`src/rtl/pin_irq_pkg.sv`:
```
// Shared definitions for the pin interrupt controller.
// Assumes a 4-bit word address on the register bus.
package pin_irq_pkg;
    localparam int REG_AW = 4;

    typedef enum logic [REG_AW-1:0] {
        A_ROUTE    = 4'd0,
        A_MASK_SET = 4'd1,
        A_MASK_CLR = 4'd2,
        A_EDGE_SET = 4'd3,
        A_EDGE_CLR = 4'd4,
        A_INV_SET  = 4'd5,
        A_INV_CLR  = 4'd6,
        A_LATCH    = 4'd7
    } reg_addr_e;
endpackage

```
`src/rtl/pin_irq_regs.sv`:
```
// Register file of the pin interrupt controller: route bits, set/clear
// pairs for mask, edge and invert, and the write-one-to-clear strobe for
// the latch. Assumes single-cycle writes and a combinational read port.
module pin_irq_regs
    import pin_irq_pkg::*;
#(
    parameter int LANES  = 4,
    parameter int LANE_W = 8
) (
    input  logic                  clk,
    input  logic                  rst_n,
    input  logic [REG_AW-1:0]     bus_addr,
    input  logic                  bus_wr,
    input  logic [LANES*LANE_W-1:0] bus_wdata,
    input  logic [LANES*LANE_W-1:0] latch_q,
    output logic [LANES-1:0]      route_sel,
    output logic [LANES*LANE_W-1:0] mask_q,
    output logic [LANES*LANE_W-1:0] edge_q,
    output logic [LANES*LANE_W-1:0] inv_q,
    output logic [LANES*LANE_W-1:0] latch_clr,
    output logic [LANES*LANE_W-1:0] bus_rdata
);
    localparam int NB = LANES * LANE_W;

    logic [NB-1:0] route_word;
    logic [NB-1:0] route_wmask;

    // Spread the route bits to their bus positions, one per lane.
    generate
        for (genvar l = 0; l < LANES; l++) begin : g_route_pos
            for (genvar b = 0; b < LANE_W; b++) begin : g_bit
                if (b == 0) begin : g_sel
                    assign route_word[l*LANE_W]  = route_sel[l];
                    assign route_wmask[l*LANE_W] = 1'b1;
                end else begin : g_zero
                    assign route_word[l*LANE_W+b]  = 1'b0;
                    assign route_wmask[l*LANE_W+b] = 1'b0;
                end
            end
        end
    endgenerate

    // Register updates from bus writes.
    always_ff @(posedge clk) begin
        if (!rst_n) begin
            route_sel <= '0;
            mask_q    <= '0;
            edge_q    <= '0;
            inv_q     <= '0;
        end else if (bus_wr) begin
            case (bus_addr)
                A_ROUTE: begin
                    for (int l = 0; l < LANES; l++)
                        route_sel[l] <= bus_wdata[l*LANE_W];
                end
                A_MASK_SET: mask_q <= mask_q | bus_wdata;
                A_MASK_CLR: mask_q <= mask_q & ~bus_wdata;
                A_EDGE_SET: edge_q <= edge_q | bus_wdata;
                A_EDGE_CLR: edge_q <= edge_q & ~bus_wdata;
                A_INV_SET:  inv_q  <= inv_q | bus_wdata;
                A_INV_CLR:  inv_q  <= inv_q & ~bus_wdata;
                default: ;
            endcase
        end
    end

    // Latch clear strobe, live only during a write to the latch address.
    always_comb begin
        latch_clr = (bus_wr && bus_addr == A_LATCH) ? bus_wdata : '0;
    end

    // Combinational read mux.
    always_comb begin
        case (bus_addr)
            A_ROUTE:                bus_rdata = route_word;
            A_MASK_SET, A_MASK_CLR: bus_rdata = mask_q;
            A_EDGE_SET, A_EDGE_CLR: bus_rdata = edge_q;
            A_INV_SET,  A_INV_CLR:  bus_rdata = inv_q;
            A_LATCH:                bus_rdata = latch_q;
            default:                bus_rdata = '0;
        endcase
    end


    mask_set_chk: assert property (@(posedge clk) disable iff (!rst_n)
        (bus_wr && bus_addr == A_MASK_SET) |=> ((mask_q & $past(bus_wdata)) == $past(bus_wdata)));

    mask_clr_chk: assert property (@(posedge clk) disable iff (!rst_n)
        (bus_wr && bus_addr == A_MASK_CLR) |=> ((mask_q & $past(bus_wdata)) == '0));

    route_rd_chk: assert property (@(posedge clk) disable iff (!rst_n)
        (bus_addr == A_ROUTE) |-> ((bus_rdata & ~route_wmask) == '0));
endmodule

```
`src/rtl/pin_irq_route.sv`:
```
// Lane router and synchroniser. Lane l takes the low half of the selected
// port when l is even and the high half when l is odd; route_sel[l] = 1
// picks port B. The routed bits then pass through two flops.
// Assumes pin inputs are asynchronous to clk.
module pin_irq_route #(
    parameter int LANES  = 4,
    parameter int LANE_W = 8
) (
    input  logic                    clk,
    input  logic                    rst_n,
    input  logic [2*LANE_W-1:0]     pa_pins,
    input  logic [2*LANE_W-1:0]     pb_pins,
    input  logic [LANES-1:0]        route_sel,
    output logic [LANES*LANE_W-1:0] sync_q
);
    localparam int NB = LANES * LANE_W;

    logic [NB-1:0] routed;
    logic [NB-1:0] meta_q;

    // One multiplexer per lane, picking half and port.
    generate
        for (genvar l = 0; l < LANES; l++) begin : g_lane
            localparam int HALF = l % 2;
            assign routed[l*LANE_W +: LANE_W] = route_sel[l]
                ? pb_pins[HALF*LANE_W +: LANE_W]
                : pa_pins[HALF*LANE_W +: LANE_W];
        end
    endgenerate

    // Two-stage synchroniser.
    always_ff @(posedge clk) begin
        if (!rst_n) begin
            meta_q <= '0;
            sync_q <= '0;
        end else begin
            meta_q <= routed;
            sync_q <= meta_q;
        end
    end
endmodule

```
`src/rtl/pin_irq_detect.sv`:
```
// Per-bit polarity, edge detection and latch. Level bits follow the
// polarity-adjusted input; edge bits set on a rising adjusted value and
// hold until cleared, with a same-cycle set taking priority over clear.
// Assumes sync_in is already synchronous to clk.
module pin_irq_detect #(
    parameter int NB = 32
) (
    input  logic          clk,
    input  logic          rst_n,
    input  logic [NB-1:0] sync_in,
    input  logic [NB-1:0] edge_q,
    input  logic [NB-1:0] inv_q,
    input  logic [NB-1:0] clr,
    output logic [NB-1:0] latch_q
);
    logic [NB-1:0] prev_q;
    logic [NB-1:0] pol;
    logic [NB-1:0] prev_pol;
    logic [NB-1:0] hit;
    logic [NB-1:0] latch_d;

    // Polarity adjustment and edge detection against last cycle.
    always_comb begin
        pol      = sync_in ^ inv_q;
        prev_pol = prev_q ^ inv_q;
        hit      = pol & ~prev_pol;
    end

    // Next latch value for each bit.
    always_comb begin
        for (int i = 0; i < NB; i++) begin
            if (edge_q[i])
                latch_d[i] = hit[i] | (latch_q[i] & ~clr[i]);
            else
                latch_d[i] = pol[i];
        end
    end

    // History and latch registers.
    always_ff @(posedge clk) begin
        if (!rst_n) begin
            prev_q  <= '0;
            latch_q <= '0;
        end else begin
            prev_q  <= sync_in;
            latch_q <= latch_d;
        end
    end

    generate
        for (genvar i = 0; i < NB; i++) begin : g_chk

            edge_set_chk: assert property (@(posedge clk) disable iff (!rst_n)
                (edge_q[i] && hit[i]) |=> latch_q[i]);

            edge_clr_chk: assert property (@(posedge clk) disable iff (!rst_n)
                (edge_q[i] && !hit[i] && clr[i]) |=> !latch_q[i]);

            level_follow_chk: assert property (@(posedge clk) disable iff (!rst_n)
                (!edge_q[i] && (sync_in[i] != inv_q[i])) |=> latch_q[i]);
        end
    endgenerate
endmodule

```
`src/rtl/pin_irq_unit.sv`:
```
// Top of the pin interrupt controller: two 16-pin ports routed onto four
// 8-bit lanes, per-bit detection and latching, and a registered combined
// request. Assumes a synchronous active-low reset.
module pin_irq_unit
    import pin_irq_pkg::*;
#(
    parameter int LANES  = 4,
    parameter int LANE_W = 8
) (
    input  logic                     clk,
    input  logic                     rst_n,
    input  logic [2*LANE_W-1:0]      pa_pins,
    input  logic [2*LANE_W-1:0]      pb_pins,
    input  logic [REG_AW-1:0]        bus_addr,
    input  logic                     bus_wr,
    input  logic [LANES*LANE_W-1:0]  bus_wdata,
    output logic [LANES*LANE_W-1:0]  bus_rdata,
    output logic                     irq
);
    localparam int NB = LANES * LANE_W;

    logic [LANES-1:0] route_sel;
    logic [NB-1:0]    mask_q;
    logic [NB-1:0]    edge_q;
    logic [NB-1:0]    inv_q;
    logic [NB-1:0]    latch_clr;
    logic [NB-1:0]    latch_q;
    logic [NB-1:0]    sync_q;
    logic             req_any;

    pin_irq_regs #(.LANES(LANES), .LANE_W(LANE_W)) u_regs (
        .clk(clk), .rst_n(rst_n), .bus_addr(bus_addr), .bus_wr(bus_wr),
        .bus_wdata(bus_wdata), .latch_q(latch_q), .route_sel(route_sel),
        .mask_q(mask_q), .edge_q(edge_q), .inv_q(inv_q),
        .latch_clr(latch_clr), .bus_rdata(bus_rdata)
    );

    pin_irq_route #(.LANES(LANES), .LANE_W(LANE_W)) u_route (
        .clk(clk), .rst_n(rst_n), .pa_pins(pa_pins), .pb_pins(pb_pins),
        .route_sel(route_sel), .sync_q(sync_q)
    );

    pin_irq_detect #(.NB(NB)) u_detect (
        .clk(clk), .rst_n(rst_n), .sync_in(sync_q), .edge_q(edge_q),
        .inv_q(inv_q), .clr(latch_clr), .latch_q(latch_q)
    );

    // Any latched and unmasked bit.
    always_comb begin
        req_any = |(latch_q & mask_q);
    end

    // Registered request output.
    always_ff @(posedge clk) begin
        if (!rst_n) irq <= 1'b0;
        else        irq <= req_any;
    end


    irq_rise_chk: assert property (@(posedge clk) disable iff (!rst_n)
        $rose(irq) |-> $past(|(latch_q & mask_q)));

    irq_fall_chk: assert property (@(posedge clk) disable iff (!rst_n)
        $fell(irq) |-> !$past(|(latch_q & mask_q)));
endmodule

```
`config.mk`:
```
export PLATFORM = sky130hd
export DESIGN_NAME = pin_irq_unit
export DESIGN_NICKNAME = d
export VERILOG_FILES = /design/src/rtl/pin_irq_pkg.sv /design/src/rtl/pin_irq_regs.sv /design/src/rtl/pin_irq_route.sv /design/src/rtl/pin_irq_detect.sv /design/src/rtl/pin_irq_unit.sv
export SDC_FILE = /design/constraint.sdc
export NUM_CORES = 1
export LEC_CHECK = 0
export BUFFER_PORTS_ARGS = -buffer_cell sky130_fd_sc_hd__buf_4
export CAP_MARGIN = 40
export CORE_MARGIN = 2
export CORE_UTILIZATION = 50
export DETAILED_ROUTE_END_ITERATION = 8
export PLACE_DENSITY = 0.69
export SLEW_MARGIN = 20
export SYNTH_ARGS = -nofsm -noshare
export SYNTH_HDL_FRONTEND = slang
export SYNTH_SLANG_ARGS = --single-unit
export TNS_END_PERCENT = 1
```
`constraint.sdc`:
```
create_clock -name clk -period 1.8 [get_ports clk]
set_input_delay 0.18 -clock clk [delete_from_list [all_inputs] [get_ports clk]]
set_output_delay 0.18 -clock clk [all_outputs]
set_load 0.02 [all_outputs]
```
Word-level counts from Yosys, hierarchy flattened

Cells that the tools add are included.

Bits of input ports: 71
Register bits: 229
Output and inout port bits: 33
Word-level logic and storage cells: 178

Bitwise logic cells: 108
Eq/ne operators: 7
Reduce and logical (&&, ||, !) cells: 13
Multiplexer cells: 41

Operator list:

| operator                                             | count |
|---|---|
| case mux 32 bit (2 select lines)                     | 3 |
| bitwise AND 32 bit                                   | 5 |
| case mux 32 bit (5 select lines)                     | 1 |
| bitwise OR 32 bit                                    | 3 |
| inverter 32 bit                                      | 2 |
| bitwise XOR 32 bit                                   | 2 |
| bitwise AND 1 bit                                    | 32 |
| two-way mux 1 bit                                    | 32 |
| two-way mux 32 bit                                   | 1 |
| two-way mux 8 bit                                    | 4 |
| inverter 1 bit                                       | 32 |
| bitwise OR 1 bit                                     | 32 |
| OR reduction 32 bit                                  | 1 |
| equality test 4 x 3 -> 1 bit (second input constant) | 4 |
| equality test 4 x 2 -> 1 bit (second input constant) | 2 |
| AND reduction 2 bit                                  | 4 |
| nonzero test 2 bit                                   | 3 |
| OR reduction 2 bit                                   | 3 |
| equality test 4 x 1 -> 1 bit (second input constant) | 1 |
| zero test 4 bit                                      | 1 |
| logical AND 1 bit                                    | 1 |

Depth between registers and ports, before layout

Gate-level depths: netlist of run 1.

Depth in word-level cells: 7
Mapped depth: 6
Gate-level depth less buffers: 3

Modules after synthesis

From an unflattened synthesis of run 1, not the netlist that was laid out.

Cell total of the unflattened synthesis: 1090
Area total of the unflattened synthesis: 10495.1 µm²

Modules (own cells, without submodules):

| module         | area an instance (µm²) | cells each | times used | sequential area each (µm²) |
|---|---|---|---|---|
| pin_irq_regs   | 5352.6                 | 602        | 1          | 2001.9 |
| pin_irq_detect | 2835.2                 | 295        | 1          | 1281.2 |
| pin_irq_route  | 2125.8                 | 171        | 1          | 1281.2 |
| pin_irq_unit   | 181.4                  | 22         | 1          | 20.0 |

Worst setup path before layout of run 1

OpenSTA, ideal clock, no wires.

Kind: input -> output
Start point: in bus_addr[1]
End point: out bus_rdata[10]
Cell stages on the path: 6
Data required time: 1.620 ns
Arrival: 1.343 ns
Setup slack: 0.277 ns
Cell sequence: buf_4 xor2_1 and2_1 buf_4 buf_4 a221o_1

Cells in the longest elaborated chain, start to end: 3
Elaborated cells between the ends (all ways): 12
Classes of those cells: eq/ne (7); mux (1); reduce/logical (4)

RTL lines:

| element                                              | RTL line           | source |
|---|---|---|
| start: declaration                                   | pin_irq_unit.sv:14 | `input logic [REG_AW-1:0] bus_addr,` |
| equality test 4 x 3 -> 1 bit (tied with other cells) | pin_irq_regs.sv:74 | `case (bus_addr)` |
| OR reduction 2 bit                                   | pin_irq_regs.sv:74 |  |
| case mux 32 bit (5 select lines) (*)                 | pin_irq_regs.sv:74 |  |
| end: declaration                                     | pin_irq_unit.sv:17 | `output logic [LANES*LANE_W-1:0] bus_rdata,` |

Mark *: on every way between the ends. The rest lies on a longest branch, timed or not.

==> results.json, run 1 <==
{
  "final_antenna_net_count": 0,
  "ys_ff_latch": 229,
  "clock_path_buffers": 3,
  "synth_nets": 1038,
  "synth_fa_ha_area_frac": 0,
  "setup_viol": 0,
  "final_util": 0.649,
  "drive_above_1_share": 0.174,
  "initial_core_util": 0.514,
  "synth_mux_area_frac": 0.0318,
  "crit_arrival_ps": 1600,
  "antenna_found_initial": 1,
  "mostFrequentLayoutCells": "221 x dfxtp_1, 122 x buf_4, 96 x a211oi_1",
  "htree_num_levels": 1,
  "holdCritStartpoint": "bus_wr",
  "status": "finished, final reports clean",
  "clkLatencyLatePin_ps": 530,
  "nets": 1170,
  "wl_um": 31200,
  "track_usage": 0.283,
  "synthDistinctLibCells": 35,
  "die_x_um": 146,
  "vias": 8989,
  "synthSimpleGateAreaFrac": 0.0816,
  "skew_ps": 8.75,
  "wl_per_cell_um": 22.6,
  "r2r_start": "u_regs.route_sel[0]",
  "power_density_mw_per_mm2": 917,
  "grt_pass1_vias": 8464,
  "die_area_sq_mm": 0.0213,
  "fmax_mhz": 562,
  "slew_headroom": 0.651,
  "grt_first_pass_wirelength_um": 48400,
  "syn_to_final_growth_pct": 26.3,
  "clk_pin_slew_worst_paths_ps": 60,
  "synth_seq_area_share": 0.456,
  "min_path_cells": 3,
  "core-area_sq_mm": 0.0196,
  "r2r_end": "u_route.meta_q[0]",
  "rows": 51,
  "drv_cap": 0,
  "cp-start-kind": "flop",
  "fin_area_sq_mm": 0.0127,
  "cp.required_ps": 1620,
  "placed_area_sq_mm": 0.0111,
  "drc": 0,
  "rsz0062_at_grt": "true",
  "netlist_area_sq_mm": 0.0101,
  "synth_compound_area_frac": 0.303,
  "syn_inst": 967,
  "peakVddDrop_v": 0.000567,
  "combPwrFrac": 0.106,
  "synth_top_family_by_area": "compound AO/OA/AOI/OAI gates",
  "synthXorXnorAreaFrac": 0.0566,
  "port_buffers": 103,
  "hold_class": "input pin to flop",
  "rr_worst_depth": 4,
  "tightest_slew_ps": 523,
  "cts_tree": "done",
  "hold_viol": 0,
  "overflow": 0,
  "drtPass1Iterations": 5,
  "syn_area_per_cell_sq_um": 10.4,
  "worstSetupEndpointType": "output pin",
  "cts_buffers": 25,
  "power_frac_clock": 0.432,
  "vias_per_cell": 6.50,
  "slew_viol_final": 0,
  "grt_max_degree": 81,
  "yosys_warnings": 0,
  "finalCritPeriodShare": 0.988,
  "io_pins": 104,
  "leakage_nw": 4.83,
  "drtIter0Drc": 984,
  "root_buffer": "clkbuf_16",
  "regToRegSetupSlack_ps": 250,
  "seqPwrFrac": 0.463,
  "cts.sinks": 229,
  "final_common_cell": "dfxtp_1",
  "critPathKind": "flop to output pin",
  "nFillCells": 1581,
  "p_int_mw": 8.77,
  "p_switching_mw": 2.88,
  "dp.final_hpwl_um": 19000,
  "min_period_ps": 1780,
  "routabilityCongestion": 0.824,
  "die_h_um": 146,
  "critPathMaxFanout": 4,
  "switching_share": 0.247
}
==> power groups by stage <==
stage | sequential [mW] | combinational [mW] | clock, mW
6_report | 5.39 | 1.23 | 5.03
4_1_cts | 5.39 | 1.20 | 5.08
3_5_place_dp | 5.50 | 1.07 | 0
2_1_floorplan | 5.44 | 0.637 | 0
3_3_place_gp | 5.50 | 1.05 | 0
5_1_grt | 5.40 | 1.31 | 5.29
==> synth_stat cells <==
master	n	share of area
o21a_1	4	0.0030
a41o_1	32	0.032
nand4_1	4	0.0025
nor2b_1	1	0.00062
xnor2_1	32	0.028
nand3_1	32	0.016
a32o_1	36	0.036
a221o_1	28	0.028
and3_1	4	0.0025
inv_1	33	0.012
buf_2	34	0.017
and4b_1	3	0.0030
and2_1	65	0.040
clkbuf_1	52	0.019
o21a_4	1	0.0015
o41a_1	1	0.0011
nor4bb_1	1	0.00099
mux2i_1	32	0.032
dfxtp_1	229	0.46
a22oi_1	16	0.012
xor2_1	33	0.029
buf_6	13	0.015
a221oi_1	32	0.028
a41oi_1	64	0.056
a21boi_0	4	0.0030
nor3b_4	1	0.0019
and3b_1	1	0.00087
nor2_1	33	0.012
inv_2	1	0.00037
buf_1	2	0.00075
o2111ai_1	32	0.028
a211o_1	4	0.0035
buf_4	10	0.0075
nor4_1	1	0.00062
a211oi_1	96	0.072
==> layer usage <==
| metal | wire [um] | vias up | GRT usage |
|---|---|---|---|
| li1 | - | 4101 | - |
| met1 | 13200 | 4348 | 0.391 |
| met2 | 14400 | 474 | 0.450 |
| met3 | 2550 | 66 | 0.0448 |
| met4 | 1060 | 0 | 0.0995 |
| met5 | 0 | - | 0 |
==> kinds of logic after synthesis <==
group                  Yosys count
XOR/XNOR                        65
flip-flops                     229
multiplexers                    32
AO/OA/AOI/OAI                  350
buffers and inverters          145
AND/OR/NAND/NOR                146
==> metrics by stage <==
stage	hold slack, ps	total power [mW]	setup WS (ps)	TNS, ps	std cells
after floorplan	279	6.08	277	0	967
after global placement	413	6.55	81.4	0	1260
after detailed placement	417	6.56	72.4	0	1260
after CTS	14.5	11.7	-9.42	-9.42	1380
after global routing	24.4	12.0	-13.2	-25.1	1381
final	18.9	11.7	21.3	0	1382
==> worst max path at each step <==
stage | startpoint | slack (ps) | endpoint
2_1_floorplan | bus_addr[1] | 280 | bus_rdata[10]
3_3_place_gp | bus_addr[0] | 80 | bus_rdata[8]
3_5_place_dp | bus_addr[0] | 70 | bus_rdata[8]
4_1_cts | u_regs.route_sel[3] | -9 | bus_rdata[24]
5_1_grt | flop | -10 | bus_rdata[8]
6_report | flop | 20 | bus_rdata[18]
==> critical path, stage by stage, from the launching register on <==
cell     delay, ps
dfxtp_1        360
a32o_1         240
a221o_1        290
buf_4          170
==> area by class of cell <==
type                            instances  area, sq um  share of cell area
Inverter                               34          130              0.0102
Clock inverter                          9          110             0.00866
Antenna cell                            1         2.50            0.000197
Tap cell                              265          332              0.0261
Sequential cell                       229         4600               0.362
Multi-Input combinational cell        593         4810               0.378
Timing Repair Buffer                  216         2040               0.160
Clock buffer                           35          693              0.0545
==> repair_timing <==
| action | 4_1_cts | 5_1_grt |
|---|---|---|
| setup buffers | 0 | 1 |
| pin swaps | 0 | 0 |
| endpoints found under the setup margin | 3 | 8 |
| hold buffers | 76 | 0 |
| endpoints found under the hold margin | 124 | 0 |
| gates resized for setup | 4 | 6 |
Power figures use the tool's default switching activity.
==> run 2, diff against run 1 <==
--- a/config.mk
+++ b/config.mk
@@ -5,11 +5,13 @@
 export SDC_FILE = /design/constraint.sdc
 export NUM_CORES = 1
 export LEC_CHECK = 0
+export ABC_AREA = 1
 export BUFFER_PORTS_ARGS = -buffer_cell sky130_fd_sc_hd__buf_4
 export CAP_MARGIN = 40
 export CORE_MARGIN = 2
 export CORE_UTILIZATION = 50
 export DETAILED_ROUTE_END_ITERATION = 8
+export HOLD_SLACK_MARGIN = 0.08
 export PLACE_DENSITY = 0.69
 export SLEW_MARGIN = 20
 export SYNTH_ARGS = -nofsm -noshare
==> run 2 against run 1 <==
  * Core utilization increased by 0.58 points
  * First-iteration DRC count increased by 12%
  * Fmax increased by 1.7%
  * Flip-flop and latch count unchanged
  * Combinational power decreased by 6%
  * Wire length increased by 0.33%
  * Critical endpoint is now bus_rdata[0]
  * Synthesized cell count increased by 63%
==> results.json, run 2 <==
{
  "cts_tree": "done",
  "r2r_start": "u_regs.route_sel[0]",
  "nFillCells": 1762,
  "tightest_slew_ps": 537,
  "initial_core_util": 0.512,
  "cts.sinks": 229,
  "grt_max_degree": 79,
  "rows": 52,
  "cp.required_ps": 1620,
  "fin_total_pwr_mw": 11.7,
  "core-area_sq_mm": 0.0204,
  "port_buffers": 103,
  "rsz0062_at_grt": "false",
  "final_common_cell": "nand2_1",
  "ys_top_cells_by_area": "dfxtp_1 44%, nand2_1 15%, nand3_1 13%, inv_1 7.3%, a21oi_1 6.4%",
  "root_buffer": "clkbuf_16",
  "p_int_mw": 8.85,
  "worstSetupEndpointType": "output pin",
  "leakage_nw": 5.92,
  "wl_um": 31300,
  "cts_buffers": 26,
  "finalCritPeriodShare": 0.971,
  "hold_class": "input pin to flop",
  "synth-edff-count": 0,
  "netlist_area_sq_mm": 0.0104,
  "critPathKind": "flop to output pin",
  "synth_nets": 1648,
  "min_path_cells": 7,
  "ys_ff_latch": 229,
  "min_period_ps": 1750,
  "slew_headroom": 0.642,
  "r2r_end": "u_route.meta_q[5]",
  "synth_seq_area_share": 0.440,
  "syn_inst": 1577,
  "status": "finished, final reports clean",
  "drv_cap": 0,
  "syn_to_final_growth_pct": 27.9,
  "cp-start-kind": "flop",
  "yosys_warnings": 0,
  "power_density_mw_per_mm2": 876,
  "seqPwrFrac": 0.460,
  "clk_pin_slew_worst_paths_ps": 60,
  "drc": 0,
  "holdWs_ps": 208,
  "track_usage": 0.280,
  "p_switching_mw": 2.83,
  "cp-startpoint": "u_regs.route_sel[0]",
  "wl_per_cell_um": 15.4,
  "grt_first_pass_wirelength_um": 49900,
  "io_pins": 104,
  "fmax_mhz": 572,
  "mostFrequentLayoutCells": "412 x nand2_1, 281 x nand3_1, 225 x dfxtp_1",
  "final.setup.tns_ps": 0,
  "die_area_sq_mm": 0.0220,
  "die_x_um": 148,
  "synth_top_cell_by_area": "dfxtp_1",
  "syn_area_per_cell_sq_um": 6.61,
  "antenna_found_initial": 0,
  "synthDistinctLibCells": 18,
  "peakVddDrop_v": 0.000744,
  "fin_area_sq_mm": 0.0133,
  "yosysTopAreaCellShare": 0.440,
  "yosysMostFrequentCell": "nand2_1",
  "synthArstFlopShare": 0,
  "nets": 1814,
  "drive_above_1_share": 0.111,
  "placed_area_sq_mm": 0.0116,
  "vias_per_cell": 5.31,
  "htree_num_levels": 1,
  "critPathMaxFanout": 9,
  "overflow": 0,
  "dp.final_hpwl_um": 19600,
  "clock_path_buffers": 3,
  "final_antenna_net_count": 0,
  "die_h_um": 148,
  "regToRegSetupSlack_ps": 200,
  "grt_pass1_vias": 9908,
  "num_antenna_cells": 0,
  "ys.flop_type": "dfxtp_1",
  "setup_viol": 0,
  "drtPass1Iterations": 6,
  "slew_viol_final": 0,
  "vias": 10800,
  "rr_worst_depth": 5,
  "synth_commonest_cells": "413 x nand2_1, 281 x nand3_1, 229 x dfxtp_1",
  "endpoint": "bus_rdata[0]",
  "final_util": 0.655,
  "power_frac_clock": 0.441,
  "crit_arrival_ps": 1570,
  "clkLatencyLatePin_ps": 520,
  "drtIter0Drc": 1099,
  "switching_share": 0.242,
  "hold_viol": 0,
  "routabilityCongestion": 0.855,
  "skew_ps": 9.57,
  "combPwrFrac": 0.100
}
run 2: routing by layer:
metal  routed length, um  GRT usage  share of wire  up-vias
met5                   0          0              0        -
met4                 775     0.0943          0.025        0
met3                2170     0.0426          0.069       67
met2               15100      0.478           0.48      403
met1               13300      0.363           0.42     4950
li1                    -          -              -     5364
run 2: stage by stage:
| stage | cells | setup WS [ps] |
|---|---|---|
| floorplan | 1577 | 468 |
| global placement | 1901 | -53.6 |
| detailed placement | 1901 | -44.4 |
| CTS | 2029 | -41.6 |
| global route | 2031 | 7.19 |
| finish | 2031 | 51.8 |
run 2: layout make-up:
class | count | area (sq um) | share of cell area
Multi-Input combinational cell | 1054 | 4690 | 0.352
Timing Repair Buffer | 224 | 2090 | 0.157
Clock inverter | 5 | 50.0 | 0.00375
Clock buffer | 41 | 788 | 0.0591
Tap cell | 270 | 338 | 0.0253
Inverter | 208 | 781 | 0.0586
Sequential cell | 229 | 4590 | 0.345
run 2: how the worst min path moves through the flow:
stage                             startpoint                  to  slack, ps
after global placement    u_route.meta_q[16]  u_route.sync_q[16]        390
after global routing             bus_addr[2]                flop        240
after detailed placement  u_route.meta_q[16]  u_route.sync_q[16]        400
after floorplan                   pb_pins[0]   u_route.meta_q[0]        310
final                            bus_addr[2]                flop        210
after CTS                        bus_addr[2]                flop        180
run 2: repair_timing:
item / 4_1_cts / 5_1_grt
buffers inserted: 0 / 2
endpoints found under the hold margin: 169 / 0
setup endpoints to repair: 4 / 14
resized for setup: 4 / 7
pin swaps: 0 / 1
hold buffers: 82 / 0
run 2: cells by family after synthesis:
kind of cell | Yosys count | share of synthesized area
compound gates | 210 | 0.103
buf+inv | 294 | 0.111
flops | 229 | 0.440
simple gates | 844 | 0.346
run 2: worst max-delay path, cell delays in order, from the launching register on:
cell	delay, ps
dfxtp_2	410
clkinv_1	170
o2bb2ai_1	170
nor2_1	50
nand2_1	100
buf_4	150
run 2: power groups by stage:
stage / Combinational [mW] / Clock [mW] / Sequential (mW)
floorplan: 0.538 / 0 / 5.44
global placement: 0.973 / 0 / 5.47
detailed placement: 0.986 / 0 / 5.48
CTS: 1.13 / 5.21 / 5.37
global route: 1.27 / 5.44 / 5.39
finish: 1.16 / 5.15 / 5.37
==> run 3, diff against run 2 <==
--- a/config.mk
+++ b/config.mk
@@ -16,5 +16,6 @@
 export SLEW_MARGIN = 20
 export SYNTH_ARGS = -nofsm -noshare
 export SYNTH_HDL_FRONTEND = slang
+export SYNTH_HIERARCHICAL = 1
 export SYNTH_SLANG_ARGS = --single-unit
 export TNS_END_PERCENT = 1
==> run 3 against run 2 <==
  * Flip-flop and latch count unchanged
  * Wire length increased by 7.0%
  * Global-route usage is 2.5 points lower
  * First-iteration DRC count shrank 1.5%
==> results.json, run 3 <==
{
  "status": "finished, final reports clean",
  "grt_max_degree": 75,
  "leakage_nw": 6.68,
  "synth_seq_area_share": 0.381,
  "grt_pass1_vias": 11000,
  "synthArstFlopShare": 0,
  "ys_ff_latch": 229,
  "drtIter0Drc": 1082,
  "critPathTopFamily": "buffers and inverters",
  "yosys_warnings": 6,
  "root_buffer": "clkbuf_16",
  "peakVddDrop_v": 0.000645,
  "power_density_mw_per_mm2": 806,
  "io_pins": 104,
  "yosysTopAreaCellShare": 0.381,
  "cts.sinks": 229,
  "rsz0062_at_grt": "false",
  "track_usage": 0.255,
  "min_path_cells": 5,
  "mostFrequentLayoutCells": "544 x nand2_1, 381 x inv_1, 261 x nand3_1",
  "seqPwrFrac": 0.454,
  "antenna_found_initial": 0,
  "syn_to_final_growth_pct": 22.5,
  "syn_inst": 1939,
  "holdWs_ps": 170,
  "cp_slowest_cell": "dlygate4sd3_1",
  "synth_top_cell_by_area": "dfxtp_1",
  "hold_class": "input pin to flop",
  "skew_ps": 7.42,
  "die_area_sq_mm": 0.0253,
  "final_antenna_net_count": 0,
  "initial_core_util": 0.511,
  "power_frac_clock": 0.427,
  "yosysMostFrequentCell": "nand2_1",
  "cp-start-kind": "input pin",
  "core-area_sq_mm": 0.0235,
  "crit_chain": "dlygate4sd3_1 > buf_4 > buf_12 > nand4_1 > nand2_1 > a21oi_1 > dlygate4sd3_1",
  "synth_commonest_cells": "545 x nand2_1, 381 x inv_1, 261 x nand3_1",
  "syn_area_per_cell_sq_um": 6.21,
  "final_common_cell": "nand2_1",
  "clk_pin_slew_worst_paths_ps": 60,
  "critPathMaxFanout": 73,
  "die_x_um": 159,
  "cp.depth": 7,
  "fin_total_pwr_mw": 11.9,
  "rr_worst_depth": 5,
  "grt_first_pass_wirelength_um": 54700,
  "combPwrFrac": 0.119,
  "crit_arrival_ps": 2120,
  "synth-edff-count": 0,
  "htree_num_levels": 1,
  "place_inst": 2278,
  "synth_nets": 2010,
  "cp.required_ps": 2210,
  "cts_setup_buffers": 0,
  "cts_resized": 0,
  "slew_viol_final": 0,
  "ys.flop_type": "dfxtp_1",
  "ctsHoldBuffers": 84,
  "wl_per_cell_um": 13.9,
  "drive_above_1_share": 0.0886,
  "nets": 2142,
  "overflow": 0,
  "dp.final_hpwl_um": 20500,
  "wl_um": 33500,
  "min_period_ps": 1710,
  "finalCritPeriodShare": 0.950,
  "drtPass1Iterations": 7,
  "port_buffers": 103,
  "worstSetupEndpointType": "flop",
  "drv_cap": 0,
  "setup_viol": 0,
  "critPathKind": "input pin to flop",
  "slew_headroom": 0.735,
  "critPathBufInv": 4,
  "critPathMaxStageDelay_ps": 540,
  "vias": 12400,
  "die_h_um": 159,
  "cts_buffers": 26,
  "clock_path_buffers": 3,
  "clkLatencyLatePin_ps": 530,
  "cpMostUsedCell": "dlygate4sd3_1",
  "switching_share": 0.257,
  "fmax_mhz": 585,
  "tightest_slew_ps": 396,
  "num_antenna_cells": 0,
  "synthDistinctLibCells": 18,
  "hold_viol": 0,
  "ys_top_cells_by_area": "dfxtp_1 38%, nand2_1 17%, inv_1 12%, nand3_1 11%, nand4_1 6.7%",
  "final.setup.tns_ps": 0,
  "p_int_mw": 8.83,
  "p_switching_mw": 3.06,
  "finalNonFillerCells": 2406,
  "vias_per_cell": 5.15,
  "rows": 56,
  "cts_tree": "done",
  "netlist_area_sq_mm": 0.0120,
  "routabilityCongestion": 0.825,
  "drc": 0
}
-- run 3: path summary, 6_finish.rpt --
kind	start	to	slack (ps)
setup reg to reg	u_regs/route_sel[1]	u_route/meta_q[9]	340
hold reg to reg	u_route/meta_q[18]	u_route/sync_q[18]	410
setup / recovery	bus_wr	flop	90
hold / removal	bus_addr[2]	flop	170
-- run 3: tightest hold or removal path, stage by stage --
cell and delay, ps:
buf_4 110, nor2_4 50, buf_12 160, nand4_1 90
a21oi_1 50
-- run 3: cell families after synthesis --
family | count (synthesis) | share of synthesized area
and+or+nand+nor | 1111 | 0.403
buffers and inverters | 494 | 0.173
DFF | 229 | 0.381
AOI/OAI and AO/OA | 105 | 0.0437
-- run 3: power by group through the flow --
| stage | registers (mW) | clock network (mW) | logic, mW |
|---|---|---|---|
| finish | 5.40 | 5.07 | 1.41 |
| global route | 5.42 | 5.37 | 1.56 |
| floorplan | 5.47 | 0 | 0.785 |
| global placement | 5.50 | 0 | 1.21 |
| CTS | 5.40 | 5.14 | 1.39 |
| detailed placement | 5.51 | 0 | 1.24 |
-- run 3: cell type report --
| class | count | area [sq um] |
|---|---|---|
| Fill cell | 2160 | 8800 |
| Multi-Input combinational cell | 1216 | 5400 |
| Timing Repair Buffer | 216 | 2110 |
| Tap cell | 319 | 399 |
| Clock buffer | 39 | 791 |
| Inverter | 382 | 1430 |
| Sequential cell | 229 | 4580 |
| Clock inverter | 5 | 27.5 |
-- run 3: through the flow --
stage               setup slack, ps  utilization  cell area (sq um)
finish                         90.2        0.626              14700
global route                   16.4        0.626              14700
CTS                             122        0.626              14700
detailed placement              204        0.556              13100
global placement                238        0.556              13100
floorplan                       533            -              12000
-- run 3: per-layer routing --
metal | global-route usage | up-vias | share of wire
met1 | 0.353 | 5677 | 0.45
li1 | - | 6252 | -
met4 | 0.0640 | 0 | 0.020
met3 | 0.0375 | 51 | 0.072
met2 | 0.419 | 414 | 0.46
met5 | 0 | - | 0
